[src/rtl/irq_prio_ctrl.sv]
module irq_prio_ctrl #(
  parameter logic [7:0] VEC_BASE  = 8'h08,
  parameter logic [7:0] CMD_PORT  = 8'h20,
  parameter logic [7:0] MASK_PORT = 8'h21,
  parameter logic [7:0] EOI_CODE  = 8'h20
) (
  input  logic       clk,
  input  logic       rst_n,
  input  logic [7:0] irq_i,
  input  logic [7:0] addr_i,
  input  logic       wr_i,
  input  logic [7:0] wdata_i,
  input  logic       rd_i,
  input  logic       inta_i,
  output logic       int_o,
  output logic [7:0] rdata_o,
  output logic       rvalid_o
);
  logic [7:0] irq_q, pend, isr, mask, cand;
  logic [2:0] c_idx, s_idx;
  logic       c_hit, s_hit;

  assign cand = pend & ~mask;

  always_comb begin
    c_hit = 1'b0; c_idx = 3'd0;
    s_hit = 1'b0; s_idx = 3'd0;
    for (int i = 7; i >= 0; i--) begin
      if (cand[i]) begin c_hit = 1'b1; c_idx = 3'(i); end
      if (isr[i])  begin s_hit = 1'b1; s_idx = 3'(i); end
    end
  end

  assign int_o = c_hit && (!s_hit || c_idx < s_idx);

  logic       ack, eoi, mask_wr, mask_rd;
  logic [7:0] ack_set, eoi_clr;

  assign ack     = inta_i && int_o;
  assign eoi     = wr_i && addr_i == CMD_PORT && wdata_i == EOI_CODE;
  assign mask_wr = wr_i && addr_i == MASK_PORT;
  assign mask_rd = rd_i && addr_i == MASK_PORT;
  assign ack_set = ack ? (8'b1 << c_idx) : 8'h00;
  assign eoi_clr = (eoi && s_hit) ? (8'b1 << s_idx) : 8'h00;

  always_ff @(posedge clk) begin
    if (!rst_n) begin
      irq_q    <= 8'h00;
      pend     <= 8'h00;
      isr      <= 8'h00;
      mask     <= 8'hFF;
      rdata_o  <= 8'h00;
      rvalid_o <= 1'b0;
    end else begin
      irq_q    <= irq_i;
      pend     <= (pend & ~ack_set) | (irq_i & ~irq_q);
      isr      <= (isr & ~eoi_clr) | ack_set;
      if (mask_wr) mask <= wdata_i;
      rvalid_o <= ack || mask_rd;
      if (ack)          rdata_o <= VEC_BASE + {5'b0, c_idx};
      else if (mask_rd) rdata_o <= mask;
    end
  end


  vec_range_chk: assert property (@(posedge clk) disable iff (!rst_n)
    (inta_i && int_o) |=> rvalid_o && rdata_o >= VEC_BASE && rdata_o < VEC_BASE + 8'd8);


  ack_moves_chk: assert property (@(posedge clk) disable iff (!rst_n)
    (inta_i && int_o) |=> isr[$past(c_idx)]);


  no_spurious_chk: assert property (@(posedge clk) disable iff (!rst_n)
    (inta_i && !int_o && !(rd_i && addr_i == MASK_PORT)) |=> !rvalid_o);


  masked_quiet_chk: assert property (@(posedge clk) disable iff (!rst_n)
    int_o |-> (pend & ~mask) != 8'h00);


  eoi_single_chk: assert property (@(posedge clk) disable iff (!rst_n)
    (eoi && !ack && isr != 8'h00) |=> $countones(isr) + 1 == $past($countones(isr)));


  other_cmd_chk: assert property (@(posedge clk) disable iff (!rst_n)
    (!eoi && !ack) |=> $countones(isr) <= $past($countones(isr)));
endmodule

[config.mk]
export PLATFORM = sky130hd
export DESIGN_NAME = irq_prio_ctrl
export DESIGN_NICKNAME = d
export VERILOG_FILES = /design/src/rtl/irq_prio_ctrl.sv
export SDC_FILE = /design/constraint.sdc
export NUM_CORES = 1
export LEC_CHECK = 0
export CAP_MARGIN = 40
export CORE_ASPECT_RATIO = 0.7
export CORE_UTILIZATION = 40
export DETAILED_ROUTE_END_ITERATION = 12
export DONT_BUFFER_PORTS = 1
export PLACE_DENSITY_LB_ADDON = 0.2
export SETUP_SLACK_MARGIN = 0.2
export SYNTH_ARGS = -nofsm -noshare
export SYNTH_HDL_FRONTEND = slang
export SYNTH_SLANG_ARGS = --single-unit
[constraint.sdc]
create_clock -name clk -period 3.1 [get_ports clk]
set_clock_uncertainty 0.15 [all_clocks]
set_input_delay 0.31 -clock clk [delete_from_list [all_inputs] [get_ports clk]]
set_output_delay 0.31 -clock clk [all_outputs]
set_load 0.005 [all_outputs]
==> results of run 1 <==
state kept, by name, indices dropped and copies added, names as in the netlist:
name      count
irq_q         8
isr           8
mask          8
pend          8
rdata_o       8
rvalid_o      1
Yosys cell counts (2+ instances only):
master and count:
ha_1 2, o21a_1 6, dfxtp_1 41, nand2b_1 11, clkbuf_1 4, nor2b_1 10, a21boi_0 4, a21oi_1 6
o21bai_1 2, nor3_1 8, a31oi_1 3, nand3_1 4, a21oi_2 4, nor4_2 2, nor2_1 10, o22ai_1 2
o31ai_1 5, or2_2 2, mux2i_1 16, inv_1 9, buf_2 2, o211ai_1 3, and2_1 7, a21boi_2 2
o21ai_1 8, nand2_1 22, o21ai_0 4
worst max-delay path by stage:
stage                               to                  from  slack (ps)  cells past startpoint
2_1_floorplan                    int_o  mask[4]$_SDFFE_PN1P_         840                      9
3_3_place_gp   rdata_o[6]$_SDFFE_PN0P_  mask[3]$_SDFFE_PN1P_         440                      9
3_5_place_dp   rdata_o[7]$_SDFFE_PN0P_  mask[3]$_SDFFE_PN1P_         510                      9
4_1_cts                          int_o  mask[3]$_SDFFE_PN1P_         230                      8
5_1_grt                          int_o  mask[4]$_SDFFE_PN1P_         210                      8
6_report                         int_o    pend[6]$_SDFF_PN0_         360                      8
per-layer routing:
layer,global-route usage,share of wire,vias up
met5,0,0,-
met4,0.0571,0.0049,0
li1,-,-,805
met1,0.296,0.53,761
met3,0.0571,0.068,4
met2,0.273,0.40,50
repair_timing:
item	4_1_cts	5_1_grt
hold buffers	16	3
setup endpoints to repair	0	1
endpoints found under the hold margin	22	5
buffers inserted	0	1
resized for setup	0	4
per-stage QoR:
step / cell area, um^2 / hold WS, ps / power [uW] / setup WS, ps / std cells
after floorplan: 1960 / 249 / 590 / 842 / 217
after global placement: 2010 / 227 / 593 / 441 / 267
after detailed placement: 2010 / 230 / 594 / 514 / 267
after CTS: 2280 / 1.76 / 1040 / 227 / 291
after global routing: 2340 / 3.87 / 1080 / 215 / 295
final: 2340 / 10.3 / 1040 / 357 / 295
critical path: stages, from the launching register on:
cell	delay (ps)
dfxtp_1	320
nor2b_2	160
o211ai_1	340
a31oi_2	160
ha_1	310
o21a_1	210
o21ai_4	200
a21oi_2	110
a31oi_2	190
where the power goes:
part	switching (uW)	internal (uW)
registers	7.78	541
clock network	190	242
logic	23.5	32.3
final cells by class:
class / instances / area [um^2] / share of cell area
Inverter: 10 / 37.5 / 0.0160
Clock inverter: 2 / 38.8 / 0.0166
Clock buffer: 6 / 72.6 / 0.0310
Timing Repair Buffer: 21 / 205 / 0.0876
Tap cell: 55 / 68.8 / 0.0294
Sequential cell: 41 / 821 / 0.350
Multi-Input combinational cell: 160 / 1100 / 0.469
cells by family after synthesis:
kind of cell,Yosys count
buffers and inverters,16
flip-flops,41
adder cells (fa/ha/maj),2
multiplexers,16
AO/OA/AOI/OAI,55
AND/OR/NAND/NOR,87
==> impl_metrics.toml, run 1 <==
[die]
die_area_um2 = 5180
fp.dieH_um = 60.5
rows = 20
coreArea_um2 = 4500
initial_core_util = 0.435
io_pins = 39
die_x_um = 85.6

[route]
vias = 1620
wl_mm = 4.74
detail-route-antenna-nets = 0
dr.pass1.iters = 4
viasPerCell = 5.49
drtIter0Drc = 114
avgRoutedWirePerCell_um = 16.1
drc_errors = 0

[clock_tree]
cts_tree = "yes"
cts_made_buffers = 5
clock_path_buffers = 2
clock_latency_ps = 290
htree_num_levels = 2
clkSinkCount = 41
ctsRootBufferMaster = "clkbuf_8"
clkTransAtPathRegs_ps = 80

[setup_path]
r2r-start = "pend[6]$_SDFF_PN0_"
endpoint_kind = "output pin"
start_kind = "flip-flop"
worst_ep_required_time_ps = 2640
worstPathArrival_ps = 2280
r2r-end = "rdata_o[6]$_SDFFE_PN0P_"
path_class = "reg -> out"
rr_worst_depth = 9
r2r_setup_slack_ps = 560
path_max_fanout = 6

[logic_synthesis]
syn_nets = 248
avgSynthCellArea_um2 = 9.02
synth_xor_area_frac = 0
syn_inst = 217
synth_simple_gate_area_share = 0.257
synth_area_um2 = 1960
synth_top_family_by_area = "simple AND/OR/NAND/NOR gates"
ys_seq_area_frac = 0.419
yosysWarnings = 0
synth_edf_count = 0
ys.flop_type = "dfxtp_1"
synth_cell_types = 45
muxShareOfSynthArea = 0.0818
synth_compound_area_frac = 0.197
synth_top_area_share = 0.419
synth_seq_cells = 41
async_flop_share = 0
synth_adder_area_share = 0.0128
synthTopCellsByArea = "dfxtp_1 (42%), mux2i_1 (8.2%), nand2_1 (4.2%)"
synth_largest_area_cell = "dfxtp_1"

[grt]
grt_pass1_wl_mm = 7.56
grt_pass1_vias = 1548
grt_max_degree = 22
antenna_found_initial = 0
overflow = 0
track_usage = 0.198

[pwr]
powerDensity_nw_per_um2 = 443
p_leak_uw = 0.000912
peakVddDrop_mv = 0.311

[sta]
relSlewSlack = 0.496
worst_pin_slew_ps = 754
hold_viol = 0
slew_viol_final = 0
post-route-period-util = 0.885
finalCriticalPeriod_ps = 2740
setup_viol = 0
fmax_mhz = 365
finalSetupTns_ps = 0
rsz0062_at_grt = "no"

[min_path]
min_from = "rst_n"
whs_path_depth = 2
hp-class = "in -> reg"
min_to = "irq_q[6]$_SDFF_PN0_"

[finish]
areaGrowthSynthToFinish_pct = 19.6
nets = 270
final_util = 0.520
insertedDiodeCount = 0
layout-drive-gt1-share = 0.125
final_cell_mix = "dfxtp_1 (41), nand2_1 (22), dlygate4sd3_1 (19)"
fillers = 424
final_common_cell = "dfxtp_1"

[placement]
port_buffers = 0
dpl.hpwl_mm = 3.37
finalWeightedCongestion = 0.859

[job]
max_cap_violations = 0

[outcome]
status = "complete, no violations"
(Power assumes the default switching activity.)
==> run 2: changes to the inputs <==
Settings changed: CORE_ASPECT_RATIO 0.7 to default.
==> impl_metrics.toml, run 2 (synthesis gave the netlist of run 1 again) <==
[route]
avgRoutedWirePerCell_um = 14.9
drc_errors = 0
dr.pass1.iters = 4
viasPerCell = 5.29
dr_wl_met3_um = 222
wl_met2_mm = 2.06
wl_mm = 4.53
detail-route-antenna-nets = 0
vias = 1609
topRoutingLayerUsed = "met4"
routedLengthMet1_mm = 2.14
drtIter0Drc = 112

[clock_tree]
cts_made_buffers = 5
clkSinkCount = 41
cts_tree = "yes"
clock_latency_ps = 290
clock_path_buffers = 2
htree_num_levels = 2
clkTransAtPathRegs_ps = 80
ctsRootBufferMaster = "clkbuf_8"

[grt]
antenna_found_initial = 0
grt_max_degree = 23
overflow = 0
grt_pass1_wl_mm = 7.63
grt_pass1_vias = 1588
track_usage = 0.192

[setup_path]
worstPathArrival_ps = 2300
crit_chain = "nand2b_1 -> nand4_1 -> a21oi_1 -> ha_1 -> a21o_1 -> a21oi_2 -> a21oi_2 -> a31oi_2"
critPathSlowestCell = "dfxtp_1"
endpoint_kind = "output pin"
worst_ep_required_time_ps = 2640
path_class = "reg -> out"
start_kind = "flip-flop"
rr_worst_depth = 9
slowest_delay_ps = 380
cp_common_cell = "a21oi_2"
path_max_fanout = 6

[min_path]
hp-class = "in -> reg"
whs_path_depth = 1

[sta]
finalSetupTns_ps = 0
setup_viol = 0
post-route-period-util = 0.890
rsz0062_at_grt = "no"
slew_viol_final = 0
finalCriticalPeriod_ps = 2760
hold_viol = 0
fmax_mhz = 362
relSlewSlack = 0.481
worst_pin_slew_ps = 776

[job]
max_cap_violations = 0

[finish]
final_util = 0.492
areaGrowthSynthToFinish_pct = 18.8
nets = 267
layout-drive-gt1-share = 0.127
final_cell_mix = "dfxtp_1 (40), nand2_1 (22), dlygate4sd3_1 (17)"
fillers = 464
final_common_cell = "dfxtp_1"
insertedDiodeCount = 0

[pwr]
peakVddDrop_mv = 0.245
finalPower_uw = 1030
p_leak_uw = 0.000898
powerDensity_nw_per_um2 = 441

[die]
initial_core_util = 0.415
fp.dieH_um = 72.0
die_x_um = 72.0
io_pins = 39
die_area_um2 = 5180
rows = 25
coreArea_um2 = 4720

[placement]
finalWeightedCongestion = 0.827
port_buffers = 0
dpl.hpwl_mm = 3.27

[outcome]
status = "complete, no violations"
==> run 2: changes by cell type in the layout (fill, tap and decap cells not counted), sizes merged <==
cell and change:
buf -1, dlygate4sd3 -2
==> run 2: report_power, final <==
group / switching [uW] / leakage (uW) / internal, uW / total, uW
clock network: 185 / 0.0000554 / 242 / 426
registers: 8.01 / 0.000335 / 541 / 549
logic: 20.0 / 0.000508 / 30.6 / 50.5
total: 213 / 0.000898 / 814 / 1030
==> run 2: critical path: cells and delay by family, from the launching register on <==
kind                     cells  cell delay (ps)
flip-flops                   1              380
AO/OA/AOI/OAI                5              930
adder cells (fa/ha/maj)      1              270
AND/OR/NAND/NOR              2              420
==> run 2: what timing repair did <==
action / CTS / global route
endpoints found under the setup margin: 1 / 1
pin swaps: 0 / 1
setup buffers: 0 / 1
gates resized for setup: 2 / 4
endpoints found under the hold margin: 23 / 0
hold buffers: 17 / 0
==> run 2: routing by layer <==
layer,vias up,GRT usage
li1,809,-
met1,747,0.245
met2,45,0.316
met3,8,0.0458
met4,0,0.0763
met5,-,0
==> run 2: final timing paths <==
path	startpoint	end	slack, ps
setup / recovery	mask[3]$_SDFFE_PN1P_	int_o	340
hold / removal	rst_n	pend[7]$_SDFF_PN0_	1
setup reg to reg	mask[3]$_SDFFE_PN1P_	rdata_o[5]$_SDFFE_PN0P_	600
hold reg to reg	irq_q[2]$_SDFF_PN0_	pend[2]$_SDFF_PN0_	270
==> run 2: through the flow <==
step                      hold slack [ps]  std cells  setup WS [ps]  area, um^2
after floorplan                       249        217            842        1960
after global placement                228        278            467        2020
final                                1.27        304            340        2330
after CTS                            1.83        303            286        2300
after global routing                 1.44        304            175        2330
after detailed placement              229        278            481        2020
==> run 2: cell type report <==
type / count / area (um^2) / share of cell area
Sequential cell: 41 / 822 / 0.353
Timing Repair Buffer: 18 / 178 / 0.0764
Clock inverter: 2 / 38.8 / 0.0167
Tap cell: 67 / 83.8 / 0.0360
Clock buffer: 6 / 72.6 / 0.0312
Multi-Input combinational cell: 160 / 1090 / 0.470
Inverter: 10 / 37.5 / 0.0161
